<file path="config.mk">
export PLATFORM = sky130hd
export DESIGN_NAME = sign_split_pwm
export DESIGN_NICKNAME = d
export VERILOG_FILES = /design/src/rtl/sspwm_pkg.sv /design/src/rtl/sm_split.sv /design/src/rtl/duty_scale.sv /design/src/rtl/period_ctr.sv /design/src/rtl/pwm_chan.sv /design/src/rtl/sign_split_pwm.sv
export SDC_FILE = /design/constraint.sdc
export NUM_CORES = 1
export LEC_CHECK = 0
export BUFFER_PORTS_ARGS = -buffer_cell sky130_fd_sc_hd__buf_2
export CORE_MARGIN = 3
export CORE_UTILIZATION = 50
export DETAILED_ROUTE_END_ITERATION = 6
export MAX_ROUTING_LAYER = met4
export PLACE_DENSITY = 0.66
export RECOVER_POWER = 25
export SLEW_MARGIN = 15
export SYNTH_ARGS = -nofsm -noshare
export SYNTH_HDL_FRONTEND = slang
export SYNTH_SLANG_ARGS = --single-unit
</file>
<file path="constraint.sdc">
create_clock -name clk_i -period 7.4 [get_ports clk_i]
set_input_delay 1.48 -clock clk_i [delete_from_list [all_inputs] [get_ports clk_i]]
set_output_delay 1.48 -clock clk_i [all_outputs]
set_load 0.1 [all_outputs]
</file>
<file path="src/rtl/sspwm_pkg.sv">
package sspwm_pkg;
  typedef enum logic [1:0] {
    DRV_OFF  = 2'd0,
    DRV_HEAT = 2'd1,
    DRV_COOL = 2'd2
  } drive_e;

  localparam int unsigned NUM_CHAN = 2;
  localparam int unsigned CH_LAMP  = 0;
  localparam int unsigned CH_FAN   = 1;
endpackage

</file>
<file path="src/rtl/sm_split.sv">
module sm_split
  import sspwm_pkg::*;
#(
  parameter int unsigned W = 34
) (
  input  logic [W-1:0] val_i,
  output drive_e       dir_o,
  output logic [W-2:0] mag_o
);
  logic [W-1:0] neg_w;
  logic         most_neg;

  assign neg_w    = ~val_i + 1'b1;
  assign most_neg = val_i[W-1] & ~(|val_i[W-2:0]);

  always_comb begin
    dir_o = DRV_OFF;
    mag_o = '0;
    if (val_i == '0) begin
      dir_o = DRV_OFF;
    end else if (!val_i[W-1]) begin
      dir_o = DRV_HEAT;
      mag_o = val_i[W-2:0];
    end else begin
      dir_o = DRV_COOL;
      // saturate instead of wrapping on the most negative code
      mag_o = most_neg ? '1 : neg_w[W-2:0];
    end
  end
endmodule

</file>
<file path="src/rtl/duty_scale.sv">
module duty_scale #(
  parameter int unsigned MAG_W  = 33,
  parameter int unsigned SHIFT  = 13,
  parameter int unsigned PERIOD = 1000000,
  parameter int unsigned CNT_W  = 20
) (
  input  logic [MAG_W-1:0] mag_i,
  output logic [CNT_W-1:0] duty_o
);
  localparam logic [MAG_W-1:0] LIM = MAG_W'(PERIOD);

  logic [MAG_W-1:0] shifted;

  assign shifted = mag_i >> SHIFT;
  assign duty_o  = (shifted > LIM) ? CNT_W'(PERIOD) : shifted[CNT_W-1:0];
endmodule

</file>
<file path="src/rtl/period_ctr.sv">
module period_ctr #(
  parameter int unsigned PERIOD = 1000000,
  parameter int unsigned CNT_W  = 20
) (
  input  logic             clk_i,
  input  logic             rst_ni,
  output logic [CNT_W-1:0] cnt_o,
  output logic [CNT_W-1:0] cnt_nxt_o,
  output logic             wrap_o
);
  localparam logic [CNT_W-1:0] LAST = CNT_W'(PERIOD - 1);

  logic [CNT_W-1:0] cnt_q;

  assign wrap_o    = (cnt_q == LAST);
  assign cnt_nxt_o = wrap_o ? '0 : cnt_q + 1'b1;
  assign cnt_o     = cnt_q;

  always_ff @(posedge clk_i or negedge rst_ni) begin
    if (!rst_ni) cnt_q <= '0;
    else         cnt_q <= cnt_nxt_o;
  end
endmodule

</file>
<file path="src/rtl/pwm_chan.sv">
module pwm_chan #(
  parameter int unsigned CNT_W = 20
) (
  input  logic             clk_i,
  input  logic             rst_ni,
  input  logic [CNT_W-1:0] cnt_nxt_i,
  input  logic [CNT_W-1:0] duty_nxt_i,
  output logic             pwm_o
);
  // registered so the pin sees no comparator glitches
  always_ff @(posedge clk_i or negedge rst_ni) begin
    if (!rst_ni) pwm_o <= 1'b0;
    else         pwm_o <= (cnt_nxt_i < duty_nxt_i);
  end
endmodule

</file>
<file path="src/rtl/sign_split_pwm.sv">
module sign_split_pwm
  import sspwm_pkg::*;
#(
  parameter int unsigned CTRL_W    = 34,
  parameter int unsigned PERIOD    = 1000000,
  parameter int unsigned MAG_SHIFT = 13
) (
  input  logic              clk_i,
  input  logic              rst_ni,
  input  logic [CTRL_W-1:0] ctrl_i,
  input  logic              ctrl_load_i,
  output logic              lamp_pwm_o,
  output logic              fan_pwm_o
);
  localparam int unsigned MAG_W = CTRL_W - 1;
  localparam int unsigned CNT_W = $clog2(PERIOD + 1);

  drive_e           dir;
  logic [MAG_W-1:0] mag;
  logic [CNT_W-1:0] duty_raw;
  logic [CNT_W-1:0] cnt_q, cnt_nxt;
  logic             wrap;

  logic [CNT_W-1:0] pend_q   [NUM_CHAN];
  logic [CNT_W-1:0] duty_q   [NUM_CHAN];
  logic [CNT_W-1:0] duty_nxt [NUM_CHAN];
  logic [NUM_CHAN-1:0] pwm;

  sm_split #(.W(CTRL_W)) i_sm (
    .val_i (ctrl_i),
    .dir_o (dir),
    .mag_o (mag)
  );

  duty_scale #(
    .MAG_W (MAG_W), .SHIFT (MAG_SHIFT), .PERIOD (PERIOD), .CNT_W (CNT_W)
  ) i_scale (
    .mag_i  (mag),
    .duty_o (duty_raw)
  );

  period_ctr #(.PERIOD(PERIOD), .CNT_W(CNT_W)) i_ctr (
    .clk_i     (clk_i),
    .rst_ni    (rst_ni),
    .cnt_o     (cnt_q),
    .cnt_nxt_o (cnt_nxt),
    .wrap_o    (wrap)
  );

  for (genvar c = 0; c < NUM_CHAN; c++) begin : g_chan
    localparam drive_e SEL = (c == CH_LAMP) ? DRV_HEAT : DRV_COOL;

    always_ff @(posedge clk_i or negedge rst_ni) begin
      if (!rst_ni)          pend_q[c] <= '0;
      else if (ctrl_load_i) pend_q[c] <= (dir == SEL) ? duty_raw : '0;
    end

    assign duty_nxt[c] = wrap ? pend_q[c] : duty_q[c];

    always_ff @(posedge clk_i or negedge rst_ni) begin
      if (!rst_ni) duty_q[c] <= '0;
      else         duty_q[c] <= duty_nxt[c];
    end

    pwm_chan #(.CNT_W(CNT_W)) i_chan (
      .clk_i      (clk_i),
      .rst_ni     (rst_ni),
      .cnt_nxt_i  (cnt_nxt),
      .duty_nxt_i (duty_nxt[c]),
      .pwm_o      (pwm[c])
    );
  end

  assign lamp_pwm_o = pwm[CH_LAMP];
  assign fan_pwm_o  = pwm[CH_FAN];
endmodule

</file>
* Yosys cells after proc, flatten, opt, wreduce, memory -nomap -nowiden
Cells that the tools add are included.
Word-level totals: register bits 102, bits of input ports 37, output and inout bits 2
Cells by class: $add $sub $neg 2, $lt $le $gt $ge 3, equal/unequal tests 3, mux-type cells 11, bitwise operators 3, reductions and logical operators 2
Operators with widths (number):
- $mux 20 | 6
- $mux 33 | 3
- $lt 20x20->1 | 2
- $logic_not 34->1 | 1
- $add 33x1->33 const B | 1
- $not 33->33 | 1
- $reduce_or 33->1 | 1
- $add 20x1->20 const B | 1
- $eq 20x20->1 const B | 1
- $gt 20x20->1 const B | 1
- $mux 2 | 2
- $eq 2x1->1 const B | 1
- $eq 2x2->1 const B | 1
- $and 1x1->1 | 1
- $not 1->1 | 1

* Depth between registers and ports, before layout
Gate-level depths: netlist of the first run.
word-level depth 9, depth in mapped cells 18, gate-level depth less buffers 16

* Cells and area by module
A second synthesis of the first run with hierarchy kept.
Second synthesis, totals: cell total of the unflattened synthesis 689, area total of the unflattened synthesis 6487.5 um^2
Modules (own cells, without submodules):
- sign_split_pwm | instances 1, cells an instance 237, area an instance 3045.4 um^2, sequential area each 2001.9 um^2
- sm_split | instances 1, cells an instance 186, area an instance 1144.8 um^2, sequential area each 0.0 um^2
- period_ctr | instances 1, cells an instance 97, area an instance 1046.0 um^2, sequential area each 500.5 um^2
- pwm_chan | instances 2, cells an instance 66, area an instance 504.2 um^2, sequential area each 25.0 um^2
- duty_scale | instances 1, cells an instance 37, area an instance 242.7 um^2, sequential area each 0.0 um^2

* Worst setup path after synthesis of the first run
No wires, ideal clock.
path type input-to-reg, from input port ctrl_i[14], to register pend_q[10] (netlist name), setup time 122 ps, data arrival time 5039 ps, data required time 7278 ps, path slack 2240 ps, stages 17, buffers on the path 5, cell sequence clkbuf_1 nor3_1 nand4_2 or4_1 buf_2 or3_1 buf_2 nor2_1 ha_1 clkbuf_1 nor3_1 a311oi_1 o41ai_1 a21oi_1 o221ai_4 buf_6 a32o_1
On the way: word-level cells in the longest chain between the ends 9
RTL lines:
- start, declared | RTL line sign_split_pwm.sv:10 | input logic [CTRL_W-1:0] ctrl_i,
- branches (longest 8 deep; another with $add 33x1->33)
- $mux 20 * | RTL line sign_split_pwm.sv:55 | else if (ctrl_load_i) pend_q[c] <= (dir == SEL) ? duty_raw : '0;
- end signal, assigned by index | RTL line sign_split_pwm.sv:55
- end, declared | RTL line sign_split_pwm.sv:24 | logic [CNT_W-1:0] pend_q [NUM_CHAN];
Every way passes the cells marked *. A chain may end at the register's enable or synchronous reset.

* Worst setup path in the final report of the first run
from input port ctrl_i[9], to register pend_q[25] (netlist name)
The elaborated chain is that of the path after synthesis.

==> impl_metrics.py, run 1 <==
metrics = {
    "routing": {
        "drt_first_iter_violations": 229,
        "dr.pass1.iters": 4,
        "viasPerCell": 5.85,
        "wire_per_inst_um": 16.9,
        "drc": 0,
        "wl_mm": 12.5,
        "vias": 4304,
        "postRouteAntennaNets": 0,
    },
    "layout": {
        "num_antenna_cells": 0,
        "syn2layout_area_growth_pct": 9.79,
        "layout-drive-gt1-share_pct": 13.1,
        "multi_input_area_mm2": 0.00286,
        "finalNonFillerCells": 736,
        "final_nets": 668,
        "post-route-util_pct": 57.1,
        "seq_area_mm2": 0.00255,
        "fillers": 940,
    },
    "logic_synthesis": {
        "synth_edf_count": 0,
        "syn_inst": 563,
        "synth_area_mm2": 0.00571,
        "ys_seq_area_share_pct": 44.7,
        "synthDistinctLibCells": 60,
        "yosysWarningCount": 0,
        "async_flop_share_pct": 100,
        "synthFlopType": "dfrtp_1",
        "synth_top_area_cell": "dfrtp_1",
        "avgSynthCellArea_um2": 10.1,
        "synth_top_area_share_pct": 44.7,
        "syn_nets": 640,
        "synth-seq-cells": 102,
        "synth_area_leaders": "dfrtp_1 (45%), ha_1 (8.8%), mux2i_1 (6.1%)",
    },
    "die": {
        "pin_count": 39,
        "rows": 38,
        "design.die.area_mm2": 0.0127,
        "core_mm2": 0.0110,
        "fp.dieH_um": 113,
        "die_w_um": 113,
        "initial_core_util_pct": 52.0,
    },
    "worst_setup_path": {
        "cp_num_buf_inv": 2,
        "critPathTopFamily": "simple AND/OR/NAND/NOR gates",
        "start_kind": "input pin",
        "cp.required_ps": 7630,
        "cpMostUsedCell": "nor2_1",
        "cpMaxStageDelayCell": "or4_1",
        "worstPathMaxFanout": 25,
        "worstPathArrival_ps": 5900,
        "max_stage_delay_ps": 660,
        "path_cells": "buf_2 -> nor4_2 -> nand3_1 -> or4_1 -> or3_1 -> nor2_1 -> ha_1 -> buf_4 -> nor2_1 -> a311oi_1 -> o41ai_1 -> a21oi_1 -> o221ai_4 -> a32o_1",
        "critical_path_class": "input pin to register",
        "end_kind": "register",
    },
    "sta": {
        "grt_setup_unrepaired": "false",
        "relSlewSlack_pct": -86.6,
        "tns_ps": 0,
        "worstMarginPinSlew_ps": 2800,
        "hold_viol_final": 0,
        "fin_crit_ps": 5670,
        "timing.final.crit_share_pct": 76.6,
        "fin_worst_skew_ps": 7.17,
        "maxSlewViolCount": 54,
        "timing.fmax_ghz": 0.176,
        "setup_violations": 0,
    },
    "placement": {
        "place.gp.congestion": 0.884,
        "place_inst": 720,
        "port_buffers": 38,
        "post-dp-hpwl_mm": 9.27,
    },
    "pwr": {
        "p_switching_mw": 0.277,
        "p_clk_share_pct": 39.4,
        "p_int_mw": 0.840,
        "power_frac_comb_pct": 7.8,
        "ir_worst_vdd_v": 0.000119,
        "p_leak_nw": 3.00,
        "pwr-share-seq_pct": 52.9,
        "swShare_pct": 24.8,
        "power_density_mw_per_mm2": 178,
    },
    "global_route": {
        "antenna_found_initial": 0,
        "grt_pass1_vias": 4138,
        "grt_pass1_wl_mm": 21.1,
        "gr-usage-all-layers_pct": 21.4,
        "overflow": 0,
        "grt_max_degree": 54,
    },
    "clock_network": {
        "clock_latency_ps": 340,
        "clk_pin_slew_ps": 70,
        "cts_buffers": 9,
        "h-tree-depth": 3,
        "root_buffer": "clkbuf_16",
        "cts_tree": "built",
        "ctsHoldBuffers": 0,
        "clock-sinks": 102,
        "postCtsSetupRepairBufs": 0,
        "cts_buffer_depth": 2,
        "cts_resized": 0,
    },
    "status": {
        "violations": "max-capacitance violations, max-slew violations",
        "run_status": "finished with violations",
    },
    "job": {
        "maxCapViolCount": 1,
    },
    "hold_path": {
        "hold_class": "register to register",
    },
}
-- layout by cell type, fill, tap and decap left out, types with 8 or more instances in the layout --
cell,count
a21o_1,8
nor2_1,46
nand3_1,12
xnor2_1,12
nand4_1,8
or3_1,8
nor3_1,10
inv_1,48
ha_1,40
o21ai_0,25
clkbuf_16,9
dfrtp_1,102
mux2i_1,35
a21oi_1,19
buf_2,37
a32o_1,16
xor2_1,10
nand2_1,34
-- metrics by stage --
stage	worst slack (ps)	hold slack, ps	cell area, µm²	power [mW]
2_1_floorplan	2240	434	5710	0.645
4_1_cts	1700	474	6280	1.13
3_5_place_dp	1330	456	6000	0.689
6_report	1730	474	6270	1.12
3_3_place_gp	1610	452	6000	0.686
5_1_grt	1220	492	6270	1.16
-- final cells by class --
| type | instances | area share (%) |
|---|---|---|
| multi-input combinational | 386 | 45.6 |
| sequential | 102 | 40.7 |
| clock buffer | 10 | 3.65 |
| timing repair buffer | 43 | 3.61 |
| inverter | 49 | 2.93 |
| tap | 140 | 2.79 |
| clock inverter | 6 | 0.778 |
-- cell families after synthesis --
logic type               synth area share, %
XOR/XNOR                                3.37
multiplexers                            6.13
AO/OA/AOI/OAI                           17.1
AND/OR/NAND/NOR                         14.6
flip-flops                              44.7
adder cells (fa/ha/maj)                 8.76
buffers and inverters                   5.34
-- cells in the mapped netlist (6+ instances only) --
cell and n:
mux2i_1 35, a31oi_1 7, nor2b_1 6, nand3_1 12, nor3_1 10, ha_1 40
a21oi_1 19, xnor2_1 12, o2bb2ai_1 6, buf_2 7, inv_1 48, a32o_1 16
nand4_1 8, a22o_1 7, o21ai_0 25, nand2_1 34, nor2_1 46, clkbuf_1 14
nand2b_1 6, a21o_1 8, or3_1 8, xor2_1 10, dfrtp_1 102
-- power groups by stage --
stage                     logic [mW]  clock network [mW]  registers, mW
after CTS                     0.0884               0.451          0.590
after floorplan               0.0511                   0          0.594
after global routing          0.0979               0.474          0.592
after detailed placement      0.0881                   0          0.601
after global placement        0.0856                   0          0.600
final                         0.0869               0.439          0.590
-- state kept, by name, indices dropped and copies added (netlist names) --
name / count
pend_q: 40
g_chan.i_chan.pwm_o: 2
i_ctr.cnt_o: 20
duty_q: 40
-- path summary, 6_finish.rpt --
kind	startpoint	endpoint	slack (ps)	depth (start not counted)
worst max-delay path	ctrl_i[9]	pend_q[25]	1730	14
worst min-delay path	duty_q[27]	duty_q[27]	470	2
worst max register to register	i_ctr.cnt_o[11]	g_chan[1].i_chan.pwm_o	2520	15
worst min register to register	duty_q[27]	duty_q[27]	470	2
max in group asynchronous	rst_ni	pend_q[25]	3560	2
min in group asynchronous	rst_ni	g_chan[1].i_chan.pwm_o	2030	1
-- metal layers --
layer  track usage [%]  share of wire, %  up-vias
met2              30.1                44      101
met4              6.57               1.9        0
met5                 -                 0        -
li1                  -                 -     2101
met1              31.5                51     2085
met3              3.90               4.0       17
-- worst register-to-register path, cell delays in order (launching register included) --
cell     delay, ps
dfrtp_1        440
or4b_2         670
nor4_1         590
and2_2         720
buf_4          500
nand2_1        120
nand2_1        100
inv_1           50
ha_1           300
a21o_1         190
a21o_1         170
a21oi_1        150
o21ai_0        110
a31oi_1        170
o21ai_0        170
o21ai_0        320
No activity file was read; power rests on OpenSTA's default activity.
==> run 2: changes to the inputs <==
--- a/config.mk
+++ b/config.mk
@@ -5,6 +5,7 @@
 export SDC_FILE = /design/constraint.sdc
 export NUM_CORES = 1
 export LEC_CHECK = 0
+export ABC_AREA = 1
 export BUFFER_PORTS_ARGS = -buffer_cell sky130_fd_sc_hd__buf_2
 export CORE_MARGIN = 3
 export CORE_UTILIZATION = 50
==> constraint.sdc (replaced) <==
create_clock -name clk_i -period 5.6 [get_ports clk_i]
set_input_delay 1.12 -clock clk_i [delete_from_list [all_inputs] [get_ports clk_i]]
set_output_delay 1.12 -clock clk_i [all_outputs]
set_load 0.1 [all_outputs]
==> impl_metrics.py, run 2 <==
metrics = {
    "logic_synthesis": {
        "syn_inst": 887,
        "ys_seq_area_share_pct": 40.5,
        "syn_nets": 964,
        "yosysWarningCount": 0,
        "synth_area_leaders": "dfrtp_1 (40%), nand2_1 (19%), ha_1 (7.9%)",
        "ys_top_cells_by_count": "nand2_1 (316), inv_1 (127), dfrtp_1 (102)",
        "synth-seq-cells": 102,
        "synth_top_area_share_pct": 40.5,
        "synth_top_area_cell": "dfrtp_1",
        "async_flop_share_pct": 100,
        "avgSynthCellArea_um2": 7.11,
        "synthFlopType": "dfrtp_1",
        "synth_area_mm2": 0.00630,
        "synthDistinctLibCells": 37,
        "yosysMostFrequentCell": "nand2_1",
        "synth_edf_count": 0,
    },
    "pwr": {
        "power_frac_comb_pct": 9.0,
        "pwr-share-seq_pct": 48.5,
        "p_switching_mw": 0.398,
        "ir_worst_vdd_v": 0.000129,
        "power_density_mw_per_mm2": 231,
        "p_clk_share_pct": 42.4,
        "p_leak_nw": 3.84,
        "p_total_mw": 1.60,
        "swShare_pct": 24.9,
        "p_int_mw": 1.20,
    },
    "routing": {
        "wl_mm": 15.0,
        "dr.pass1.iters": 4,
        "vias": 5455,
        "wire_per_inst_um": 13.7,
        "postRouteAntennaNets": 0,
        "drt_first_iter_violations": 303,
        "viasPerCell": 5.01,
        "drc": 0,
    },
    "hold_path": {
        "hold_class": "register to register",
    },
    "worst_setup_path": {
        "cp_num_buf_inv": 3,
        "start_kind": "input pin",
        "worstPathArrival_ps": 4290,
        "worstPathMaxFanout": 29,
        "max_stage_delay_ps": 690,
        "critical_path_class": "input pin to register",
        "cpMaxStageDelayCell": "nand2_1",
        "cpMostUsedCell": "nand2_1",
        "path_cells": "buf_2 -> nor2_1 -> nand2_1 -> nor3_1 -> nand2_1 -> nor2_1 -> ha_1 -> nand2_1 -> nand3_1 -> nand2_1 -> inv_1 -> nand2_1 -> inv_1 -> nand3_1 -> nand2_1 -> nand2_1 -> nand2_1 -> nand2_1",
        "end_kind": "register",
        "critPathTopFamily": "simple AND/OR/NAND/NOR gates",
        "cp.required_ps": 5840,
    },
    "layout": {
        "layout-drive-gt1-share_pct": 9.35,
        "syn2layout_area_growth_pct": 9.81,
        "final_cell_mix": "nand2_1 (316), inv_1 (127), dfrtp_1 (102), nor2_1 (77), nand3_1 (62)",
        "final_common_cell": "nand2_1",
        "num_antenna_cells": 0,
        "final_nets": 992,
        "fillers": 1178,
    },
    "clock_network": {
        "clock-sinks": 102,
        "cts_buffers": 9,
        "cts_resized": 0,
        "root_buffer": "clkbuf_16",
        "clock_latency_ps": 350,
        "cts_tree": "built",
        "cts_buffer_depth": 2,
        "clk_pin_slew_ps": 70,
        "postCtsSetupRepairBufs": 0,
        "ctsHoldBuffers": 0,
        "h-tree-depth": 3,
    },
    "sta": {
        "fin_crit_ps": 4050,
        "hold_viol_final": 0,
        "maxSlewViolCount": 62,
        "grt_setup_unrepaired": "false",
        "timing.final.crit_share_pct": 72.3,
        "timing.fmax_ghz": 0.247,
        "setup_violations": 0,
        "fin_worst_skew_ps": 8.38,
        "relSlewSlack_pct": -110,
        "tns_ps": 0,
        "worstMarginPinSlew_ps": 3150,
        "holdWs_ps": 475,
    },
    "global_route": {
        "overflow": 0,
        "grt_pass1_vias": 5279,
        "grt_pass1_wl_mm": 25.2,
        "gr-usage-all-layers_pct": 22.7,
        "antenna_found_initial": 0,
        "grt_max_degree": 62,
    },
    "die": {
        "pin_count": 39,
        "die_w_um": 118,
        "design.die.area_mm2": 0.0140,
        "initial_core_util_pct": 51.8,
        "fp.dieH_um": 118,
        "core_mm2": 0.0122,
        "rows": 40,
    },
    "placement": {
        "post-dp-hpwl_mm": 11.7,
        "place.gp.congestion": 0.902,
        "port_buffers": 38,
    },
    "status": {
        "violations": "max-capacitance violations, max-slew violations",
        "run_status": "finished with violations",
    },
    "job": {
        "maxCapViolCount": 1,
    },
}
run 2: cell count changes after synthesis, moves of 8 or more:
cell     previous run  this run
or3_1               8         0
nand3_2             0         8
mux2i_1            35         0
nand3_1            12        62
xnor2_1            12         0
nand2_1            34       316
inv_1              48       127
a32o_1             16         0
nor2_1             46        77
run 2: per-stage QoR:
stage | setup slack [ps] | utilization [%] | instances | area (µm²)
6_report | 1550 | 56.9 | 1088 | 6920
5_1_grt | 1140 | 56.9 | 1088 | 6920
4_1_cts | 1600 | 56.9 | 1088 | 6930
3_5_place_dp | 1230 | 54.3 | 1072 | 6600
3_3_place_gp | 1360 | 54.3 | 1072 | 6600
2_1_floorplan | 2530 | - | 887 | 6300
run 2: per-layer routing:
metal / track usage [%] / part of all wire [%] / wire length (µm) / vias to the layer above
li1: - / - / - / 2840
met4: 6.30 / 1.4 / 215 / 0
met1: 29.4 / 47 / 7060 / 2514
met2: 36.6 / 48 / 7120 / 84
met3: 4.21 / 3.7 / 559 / 17
met5: - / 0 / 0 / -
run 2: layout make-up:
class                      count  area [µm²]  area share (%)
clock buffer                   9         225            3.25
clock inverter                 7        97.6            1.41
inverter                     130         488            7.05
multi-input combinational    631        3140            45.3
sequential                   102        2550            36.9
tap                          168         210            3.04
timing repair buffer          41         211            3.05
run 2: logic make-up after synthesis:
group	after synthesis	share of synthesized area (%)
and+or+nand+nor	507	33.9
DFF	102	40.5
adders and majority gates	40	7.94
xor gates and xnor gates	6	0.834
AOI/OAI and AO/OA	78	7.07
buffers and inverters	154	9.75
run 2: worst paths after layout:
check | start | end | depth (start not counted) | slack [ps]
worst max-delay path | ctrl_i[4] | pend_q[9] | 18 | 1550
worst min-delay path | duty_q[15] | duty_q[15] | 2 | 480
worst max register to register | i_ctr.cnt_o[0] | g_chan[1].i_chan.pwm_o | 18 | 1630
worst min register to register | duty_q[15] | duty_q[15] | 2 | 480
max in group asynchronous | rst_ni | pend_q[19] | 2 | 1950
min in group asynchronous | rst_ni | i_ctr.cnt_o[5] | 1 | 1810
run 2: power groups by stage:
stage	Clock, mW	Sequential, mW	Combinational, mW
6_report	0.678	0.775	0.144
5_1_grt	0.719	0.778	0.166
4_1_cts	0.687	0.775	0.146
3_5_place_dp	0	0.789	0.145
3_3_place_gp	0	0.789	0.142
2_1_floorplan	0	0.786	0.0895
run 2: worst min-delay path: stages, from the launching register on:
cell and delay, ps:
dfrtp_1 320, nand2_1 50, nand2_1 70
